<file path="src/rtl/pbec_pkg.sv">
`timescale 1ns/1ps
package pbec_pkg;
   // Structure choice for the per-word mismatch counter
   typedef enum logic {
      POP_LOOP  = 1'b0,   // behavioural summation loop
      POP_CHAIN = 1'b1    // explicit ripple chain of partial sums
   } pop_impl_e;
endpackage

</file>
<file path="src/rtl/pbec_popcount.sv">
`timescale 1ns/1ps
module pbec_popcount
   import pbec_pkg::*;
#(
   parameter int        WORD_W = 10,
   parameter pop_impl_e IMPL   = POP_LOOP,
   localparam int       CW     = $clog2(WORD_W + 1)
) (
   input  logic [WORD_W-1:0] diff,
   output logic [CW-1:0]     ones
);
   generate
      if (WORD_W < 1) begin : g_bad_width
         $error("pbec_popcount: WORD_W must be at least 1");
      end

      if (IMPL == POP_CHAIN) begin : g_chain
         logic [CW-1:0] part [WORD_W+1];
         assign part[0] = '0;
         for (genvar g = 0; g < WORD_W; g++) begin : g_stage
            assign part[g+1] = part[g] + CW'(diff[g]);
         end
         assign ones = part[WORD_W];
      end else begin : g_loop
         always_comb begin
            ones = '0;
            for (int i = 0; i < WORD_W; i++) begin
               ones = ones + CW'(diff[i]);
            end
         end
      end
   endgenerate
endmodule

</file>
<file path="src/rtl/pbec_sat_counter.sv">
`timescale 1ns/1ps
module pbec_sat_counter #(
   parameter int CNT_W = 32,
   parameter int INC_W = 4
) (
   input  logic             clk,
   input  logic             rst_n,
   input  logic             clr,
   input  logic             en,
   input  logic [INC_W-1:0] inc,
   output logic [CNT_W-1:0] count
);
   localparam logic [CNT_W-1:0] CNT_MAX = {CNT_W{1'b1}};

   generate
      if (INC_W > CNT_W) begin : g_bad_inc
         $error("pbec_sat_counter: INC_W must not exceed CNT_W");
      end
   endgenerate

   logic [CNT_W:0]   sum;
   logic [CNT_W-1:0] nxt;

   always_comb begin
      sum = {1'b0, count} + (CNT_W+1)'(inc);
      nxt = sum[CNT_W] ? CNT_MAX : sum[CNT_W-1:0];
   end

   always_ff @(posedge clk or negedge rst_n) begin
      if (!rst_n) begin
         count <= '0;
      end else if (clr) begin
         count <= '0;
      end else if (en) begin
         count <= nxt;
      end
   end

   // without a clear the total never moves downward (no wrap)
   p_monotonic_r5_r6: assert property (@(posedge clk) disable iff (!rst_n)
      !clr |=> count >= $past(count));

   // once at the ceiling the total stays there until cleared
   p_sat_hold_r5_r6: assert property (@(posedge clk) disable iff (!rst_n)
      (count == CNT_MAX && !clr) |=> count == CNT_MAX);
endmodule

</file>
<file path="src/rtl/parallel_bit_error_counter.sv">
`timescale 1ns/1ps
module parallel_bit_error_counter
   import pbec_pkg::*;
#(
   parameter int        WORD_W   = 10,
   parameter int        ERR_W    = 32,
   parameter int        BIT_W    = 48,
   parameter pop_impl_e POP_IMPL = POP_LOOP
) (
   input  logic              clk,
   input  logic              rst_n,
   input  logic              clr,
   input  logic              valid,
   input  logic [WORD_W-1:0] rx_word,
   input  logic [WORD_W-1:0] exp_word,
   output logic [ERR_W-1:0]  err_count,
   output logic [BIT_W-1:0]  bit_count,
   output logic              err_sticky
);
   localparam int CW = $clog2(WORD_W + 1);
   localparam logic [CW-1:0]    WORD_INC = CW'(WORD_W);
   localparam logic [BIT_W-1:0] BIT_MAX  = {BIT_W{1'b1}};

   generate
      if (ERR_W < CW) begin : g_bad_err_w
         $error("parallel_bit_error_counter: ERR_W too small for one word");
      end
      if (BIT_W < CW) begin : g_bad_bit_w
         $error("parallel_bit_error_counter: BIT_W too small for one word");
      end
   endgenerate

   logic [WORD_W-1:0] diff;
   logic [CW-1:0]     miss_cnt;
   logic              any_miss;

   assign diff     = rx_word ^ exp_word;
   assign any_miss = |diff;

   pbec_popcount #(
      .WORD_W (WORD_W),
      .IMPL   (POP_IMPL)
   ) u_pop (
      .diff (diff),
      .ones (miss_cnt)
   );

   pbec_sat_counter #(
      .CNT_W (ERR_W),
      .INC_W (CW)
   ) u_err_cnt (
      .clk   (clk),
      .rst_n (rst_n),
      .clr   (clr),
      .en    (valid),
      .inc   (miss_cnt),
      .count (err_count)
   );

   pbec_sat_counter #(
      .CNT_W (BIT_W),
      .INC_W (CW)
   ) u_bit_cnt (
      .clk   (clk),
      .rst_n (rst_n),
      .clr   (clr),
      .en    (valid),
      .inc   (WORD_INC),
      .count (bit_count)
   );

   always_ff @(posedge clk or negedge rst_n) begin
      if (!rst_n) begin
         err_sticky <= 1'b0;
      end else if (clr) begin
         err_sticky <= 1'b0;
      end else if (valid && any_miss) begin
         err_sticky <= 1'b1;
      end
   end

   // idle cycles freeze all results
   p_idle_hold_r4: assert property (@(posedge clk) disable iff (!rst_n)
      (!valid && !clr) |=> ($stable(err_count) && $stable(bit_count) && $stable(err_sticky)));

   // below the ceiling every valid word adds exactly one word of bits
   p_bit_step_r3: assert property (@(posedge clk) disable iff (!rst_n)
      (valid && !clr && bit_count <= BIT_MAX - BIT_W'(WORD_W))
      |=> bit_count == $past(bit_count) + BIT_W'(WORD_W));

   // the flag never drops without a clear
   p_sticky_hold_r7: assert property (@(posedge clk) disable iff (!rst_n)
      (err_sticky && !clr) |=> err_sticky);

   // clear wins over everything else
   p_clear_r8: assert property (@(posedge clk) disable iff (!rst_n)
      clr |=> (err_count == '0 && bit_count == '0 && !err_sticky));

   // a clean word adds no errors
   p_clean_word_r9: assert property (@(posedge clk) disable iff (!rst_n)
      (valid && !clr && rx_word == exp_word) |=> err_count == $past(err_count));
endmodule

</file>
<file path="config.mk">
export PLATFORM = sky130hd
export DESIGN_NAME = parallel_bit_error_counter
export DESIGN_NICKNAME = d
export VERILOG_FILES = /design/src/rtl/pbec_pkg.sv /design/src/rtl/pbec_popcount.sv /design/src/rtl/pbec_sat_counter.sv /design/src/rtl/parallel_bit_error_counter.sv
export SDC_FILE = /design/constraint.sdc
export NUM_CORES = 1
export LEC_CHECK = 0
export ABC_AREA = 1
export ABC_CLOCK_PERIOD_IN_PS = 4000
export BUFFER_PORTS_ARGS = -buffer_cell sky130_fd_sc_hd__buf_2
export CAP_MARGIN = 10
export CORE_UTILIZATION = 55
export CTS_CLUSTER_DIAMETER = 50
export CTS_CLUSTER_SIZE = 20
export DETAILED_ROUTE_END_ITERATION = 10
export PLACE_DENSITY = 0.78
export SLEW_MARGIN = 20
export SYNTH_ARGS = -nofsm -noshare
export SYNTH_HDL_FRONTEND = slang
export SYNTH_SLANG_ARGS = --single-unit
</file>
<file path="constraint.sdc">
create_clock -name clk -period 4 [get_ports clk]
set_input_delay 1 -clock clk [delete_from_list [all_inputs] [get_ports clk]]
set_output_delay 1 -clock clk [all_outputs]
set_load 0.005 [all_outputs]
</file>
# == After elaboration in Yosys (flattened, before gate mapping) ==
# Index checks and enable logic that the tools add are counted.
# totals
inputBits,24
out_inout_bits,81
regBits,81
wordCells,27
# op_classes
add_sub_neg,11
n_reduce_logical,4
muxes,8
bitwise,1
# op_table
cell,count
$mux 48,3
$mux 32,3
$add 48x4->49 const B,1
$add 32x4->33,1
$add 4x1->4,8
$reduce_or 10->1,1
$xor 10x10->10,1
$reduce_bool 2->1,2
$add 1x1->2,1
$mux 1,2
$logic_and 1x1->1,1

# == Logic depth before layout (Yosys ltp) ==
# logic_depth
word_depth,14
depth_mapped,23
mapped_depth_nobuf,23

# == By module ==
# Synthesis repeated with hierarchy kept, for this count alone.
# hier_totals
hier_cells,1080
area_unflattened_um2,6784.0
# by_module_without_submodules
mod,area_each_um2,cells_each,instances
pbec_sat_counter (u_bit_cnt),3754.9,612,1
pbec_sat_counter (u_err_cnt),2506.2,371,1
parallel_bit_error_counter,277.8,64,1
pbec_popcount,245.2,33,1

# == Worst setup path after synthesis ==
# Ideal clock, no wire load.
# synth_timing
path_type,input port to flip-flop
start,input exp_word[0]
end,register u_err_cnt.count[6]
cell_stages,19
slack_ns,-1.442
path_buffers,0
setup_time_ns,0.066
t_arrival_ns,5.376
path_cell_list,xnor2_1 -> inv_1 -> ha_1 -> inv_1 -> fa_1 -> fa_1 -> fa_1 -> fa_1 -> fa_1 -> fa_1 -> inv_1 -> nand2_1 -> nand2_1 -> nand3_1 -> nor2_4 -> nand4_1 -> o21ai_0 -> nand2_1 -> nand2_1
# synth_via
elab_chain_cells,14
# synth_rtl
item,line,text
start: declaration,parallel_bit_error_counter.sv:15,"input logic [WORD_W-1:0] exp_word,"
$xor 10x10->10,parallel_bit_error_counter.sv:37,assign diff = rx_word ^ exp_word;
$add 1x1->2,pbec_popcount.sv:28,ones = ones + CW'(diff[i]);
$add 4x1->4 (8 in series),pbec_popcount.sv:28,
$add 32x4->33,pbec_sat_counter.sv:25,"sum = {1'b0, count} + (CNT_W+1)'(inc);"
$mux 32,pbec_sat_counter.sv:26,nxt = sum[CNT_W] ? CNT_MAX : sum[CNT_W-1:0];
$mux 32,pbec_sat_counter.sv:34,end else if (en) begin
$mux 32,pbec_sat_counter.sv:32,end else if (clr) begin
end signal: assignment,pbec_sat_counter.sv:35,count <= nxt;
end: declaration,pbec_sat_counter.sv:11,output logic [CNT_W-1:0] count
# No other way between the ends. The select of a mux whose other input is x is not followed.
# A chain may end at the register's enable or synchronous reset.

# == Worst setup path after layout ==
# layout_timing
start,input exp_word[0]
end,register u_err_cnt.count[10]
# Same word-level chain as after synthesis.

==> summary.txt <==
Timing
  • Final hold vios: 0
  • Worst setup slack after layout: -1.05 ns
  • Minimum clock period: 5.05 ns
  • Slew @ Worst Pin: 0.894 ns
  • Fmax: 198 MHz
  • Rel. slew slack: 40.3%
  • Fin. max-slew vios: 0
  • Final setup fails: 32
  • Final Skew: 0.00722 ns
  • RSZ-0062 raised after global routing: yes
  • Final period util: 126%

CTS
  • TritonCTS clock tree: built
  • Root buffer cell: clkbuf_16
  • Max clock buf depth: 2
  • Num CTS Buffers: 9
  • Reg clk slew, reported paths: 0.06 ns
  • Htree depth: 3
  • Clock latency on the worst-skew pair: 0.35 ns
  • CTS Hold Buffers Added: 0
  • Clk sink count: 81

Synthesis
  • Post-Syn Instances: 1000
  • Number of library cell types mapped by synthesis: 35
  • Post-synth top area share: 32.1%
  • Sequential-to-total area share from yosys stat: 32.1%
  • Syn Std Cell Area: 6320 um2
  • Yosys reg bits: 81
  • Synth top area cells: dfrtp_1 32%, nand2_1 24%, nor2_1 7.6%
  • Syn Nets: 1042
  • Yosys warnings: 0
  • Post-synthesis area per instance: 6.32 um2
  • Cell taking the most area after synthesis: dfrtp_1

Power
  • Static leakage: 4.11 nW
  • Power Total: 2.73 mW
  • PD cells: 343 nW/um2
  • Max IR drop VDD: 401 uV

Layout
  • Layout Nets: 1165
  • Multi-input logic area: 4170 um2
  • Share of layout cells above drive strength 1: 21.4%
  • N_diodes: 0
  • Layout area overhead: 26.1%
  • Filler cells: 948
  • Reg area: 2030 um2

Worst setup path
  • CP max FO: 5
  • Crit path kind: input port to flop
  • Critical Path RT: 4.27 ns
  • CP Cell Sequence: buf_8, xnor2_4, inv_2, ha_1, inv_1, fa_1, fa_1, fa_1, fa_2, fa_2, fa_2, inv_2, nand2_4, nand2_4, nand3_4, nor2_4, nand2_4, buf_12, nand3_2, nand2_1, o21ai_1
  • Buf+Inv Stages, Crit Path: 5
  • CP endpoint kind: flop
  • Worst Path Arrival: 5.32 ns
  • Max incr delay on CP: 0.53 ns
  • Reg-to-reg slack, setup: 1.91 ns
  • Crit Reg-Reg Startpoint: u_err_cnt.count[0]$_DFFE_PN0P_
  • Critical path launch point type: input port
  • CP top delay family: adder cells
  • Slowest-stage cell, CP: fa_1
  • FF-to-FF End: u_err_cnt.count[10]$_DFFE_PN0P_
  • Worst Reg-to-Reg Cells: 13

Placed design
  • Routability cong.: 0.947
  • Pre-CTS WS: -1.41 ns
  • # port buffers: 104
  • DPL Wire Length: 13600 um

Routing
  • WL met3: 1480 um
  • Post-Route M1 WL: 8610 um
  • Drt pass-1 iters: 6
  • DR WL/cell: 15.2 um
  • Routed Antenna Nets: 0
  • Post-DR vias/cell: 5.55
  • DR iter-0 viols: 761
  • DR vias: 7039
  • Met2 routed WL: 8770 um
  • Max Used Layer: met4
  • Final WL: 19300 um
  • Drt drc: 0

Floorplan
  • Core area: 11000 um2
  • Num ports: 105
  • Die Wd: 109 um
  • Row count: 38
  • Die Height: 109 um
  • Starting Density: 57.3%
  • Die ar.: 11900 um2

GRT
  • Global route total overflow: 0
  • First-pass GRT wire length: 31500 um
  • Number of global-route vias before repair: 6516
  • All-Layer GR Usage: 34.4%
  • Initial antenna violation count: 0
  • Largest net degree at the start of global routing: 47

Job
  • Max_cap viols: 0

Min path
  • HP Class: input port to asynchronous set/reset pin

Outcome
  • Failing checks: setup timing
  • Status: finished with violations
[through the flow]
stage	TNS, ns	std cells	util [%]	cell area (um2)	hold WS (ns)
2_1_floorplan	-31.15	1000	-	6510	0.487
3_3_place_gp	-40.63	1243	66.1	7300	0.497
3_5_place_dp	-42.67	1243	66.1	7300	0.506
4_1_cts	-29.28	1263	71.3	7860	0.433
5_1_grt	-37.43	1268	72.2	7970	0.437
6_report	-31.86	1268	72.2	7970	0.438
[cells by family after synthesis]
kind of cell | Yosys count | share of synthesized area [%]
compound gates | 70 | 6.73
xor+xnor | 25 | 3.46
fa+ha+maj | 18 | 4.40
buf+inv | 127 | 8.08
flops | 81 | 32.1
simple gates | 679 | 45.3
[sequential cells by signal (all words and copies together), names as in the netlist]
signal / cells
err_sticky: 1
u_bit_cnt.count: 48
u_err_cnt.count: 32
[timing repair]
| item | in CTS | in global routing |
|---|---|---|
| cloned | 2 | 1 |
| endpoints found under the setup margin | 32 | 32 |
| pin swaps | 25 | 19 |
| gates resized for setup | 50 | 14 |
| buffers inserted | 4 | 5 |
[power breakdown]
part	internal, mW	switching (mW)	total [mW]
sequential	0.843	0.0229	0.866
combinational	0.391	0.532	0.924
clock	0.567	0.374	0.941
[worst max path at each step]
| stage | start | depth (start not counted) | endpoint | slack, ns |
|---|---|---|---|---|
| after detailed placement | exp_word[0] | 20 | u_err_cnt.count[4]$_DFFE_PN0P_ | -1.41 |
| after global routing | exp_word[1] | 21 | u_err_cnt.count[16]$_DFFE_PN0P_ | -1.21 |
| after global placement | exp_word[1] | 20 | u_err_cnt.count[20]$_DFFE_PN0P_ | -1.32 |
| after floorplan | exp_word[1] | 19 | u_err_cnt.count[4]$_DFFE_PN0P_ | -1.01 |
| final | exp_word[0] | 21 | u_err_cnt.count[10]$_DFFE_PN0P_ | -1.05 |
| after CTS | exp_word[0] | 20 | u_err_cnt.count[6]$_DFFE_PN0P_ | -0.98 |
[worst reg2reg max path, cell delays in order, from the launching register on]
cell and delay [ns]:
dfrtp_1 0.38, ha_1 0.18, inv_1 0.06, fa_2 0.34, inv_2 0.09, nand2_4 0.06, nand2_4 0.10, nand3_4 0.08
nor2_4 0.16, nand2_4 0.15, buf_12 0.20, nand3_2 0.05, nand2_1 0.06, o21ai_1 0.11
[metal layers]
layer	up-vias	GRT usage [%]
met5	-	0
met4	0	13.3
met3	43	5.14
met2	316	53.7
met1	3262	47.8
li1	3418	-
[Yosys cell counts (all sizes together)]
cell / n
ha: 11
o21ai: 49
o211ai: 15
nand2: 411
a21oi: 3
o21bai: 2
inv: 103
nor2: 142
nand4: 23
and3: 1
nor3: 9
a21o: 1
dfrtp: 81
xor2: 17
fa: 7
nand3: 85
xnor2: 8
clkbuf: 11
nand3b: 5
clkinv: 1
buf: 12
and2: 1
or2: 2
[area by class of cell]
class                      count  share of cell area, %
sequential                    81                   25.4
inverter                     104                   4.93
clock buffer                  10                   3.00
tap                          140                   2.20
clock inverter                 6                   1.15
timing repair buffer         134                   10.9
multi-input combinational    793                   52.4
[cells in the final DEF (no fill, tap or decap), types with 9 or more instances in the layout]
cell	instances
xor2_1	17
buf_2	99
nand3_1	58
o21ai_2	9
buf_4	22
nand2_2	12
o21ai_0	26
clkbuf_16	10
nand3_2	22
o21ai_1	14
o211ai_1	15
dfrtp_1	81
ha_1	11
nor2_1	124
nor2_2	11
nand4_1	21
inv_1	100
nand2_1	390
No activity file was read; power rests on OpenSTA's default activity.
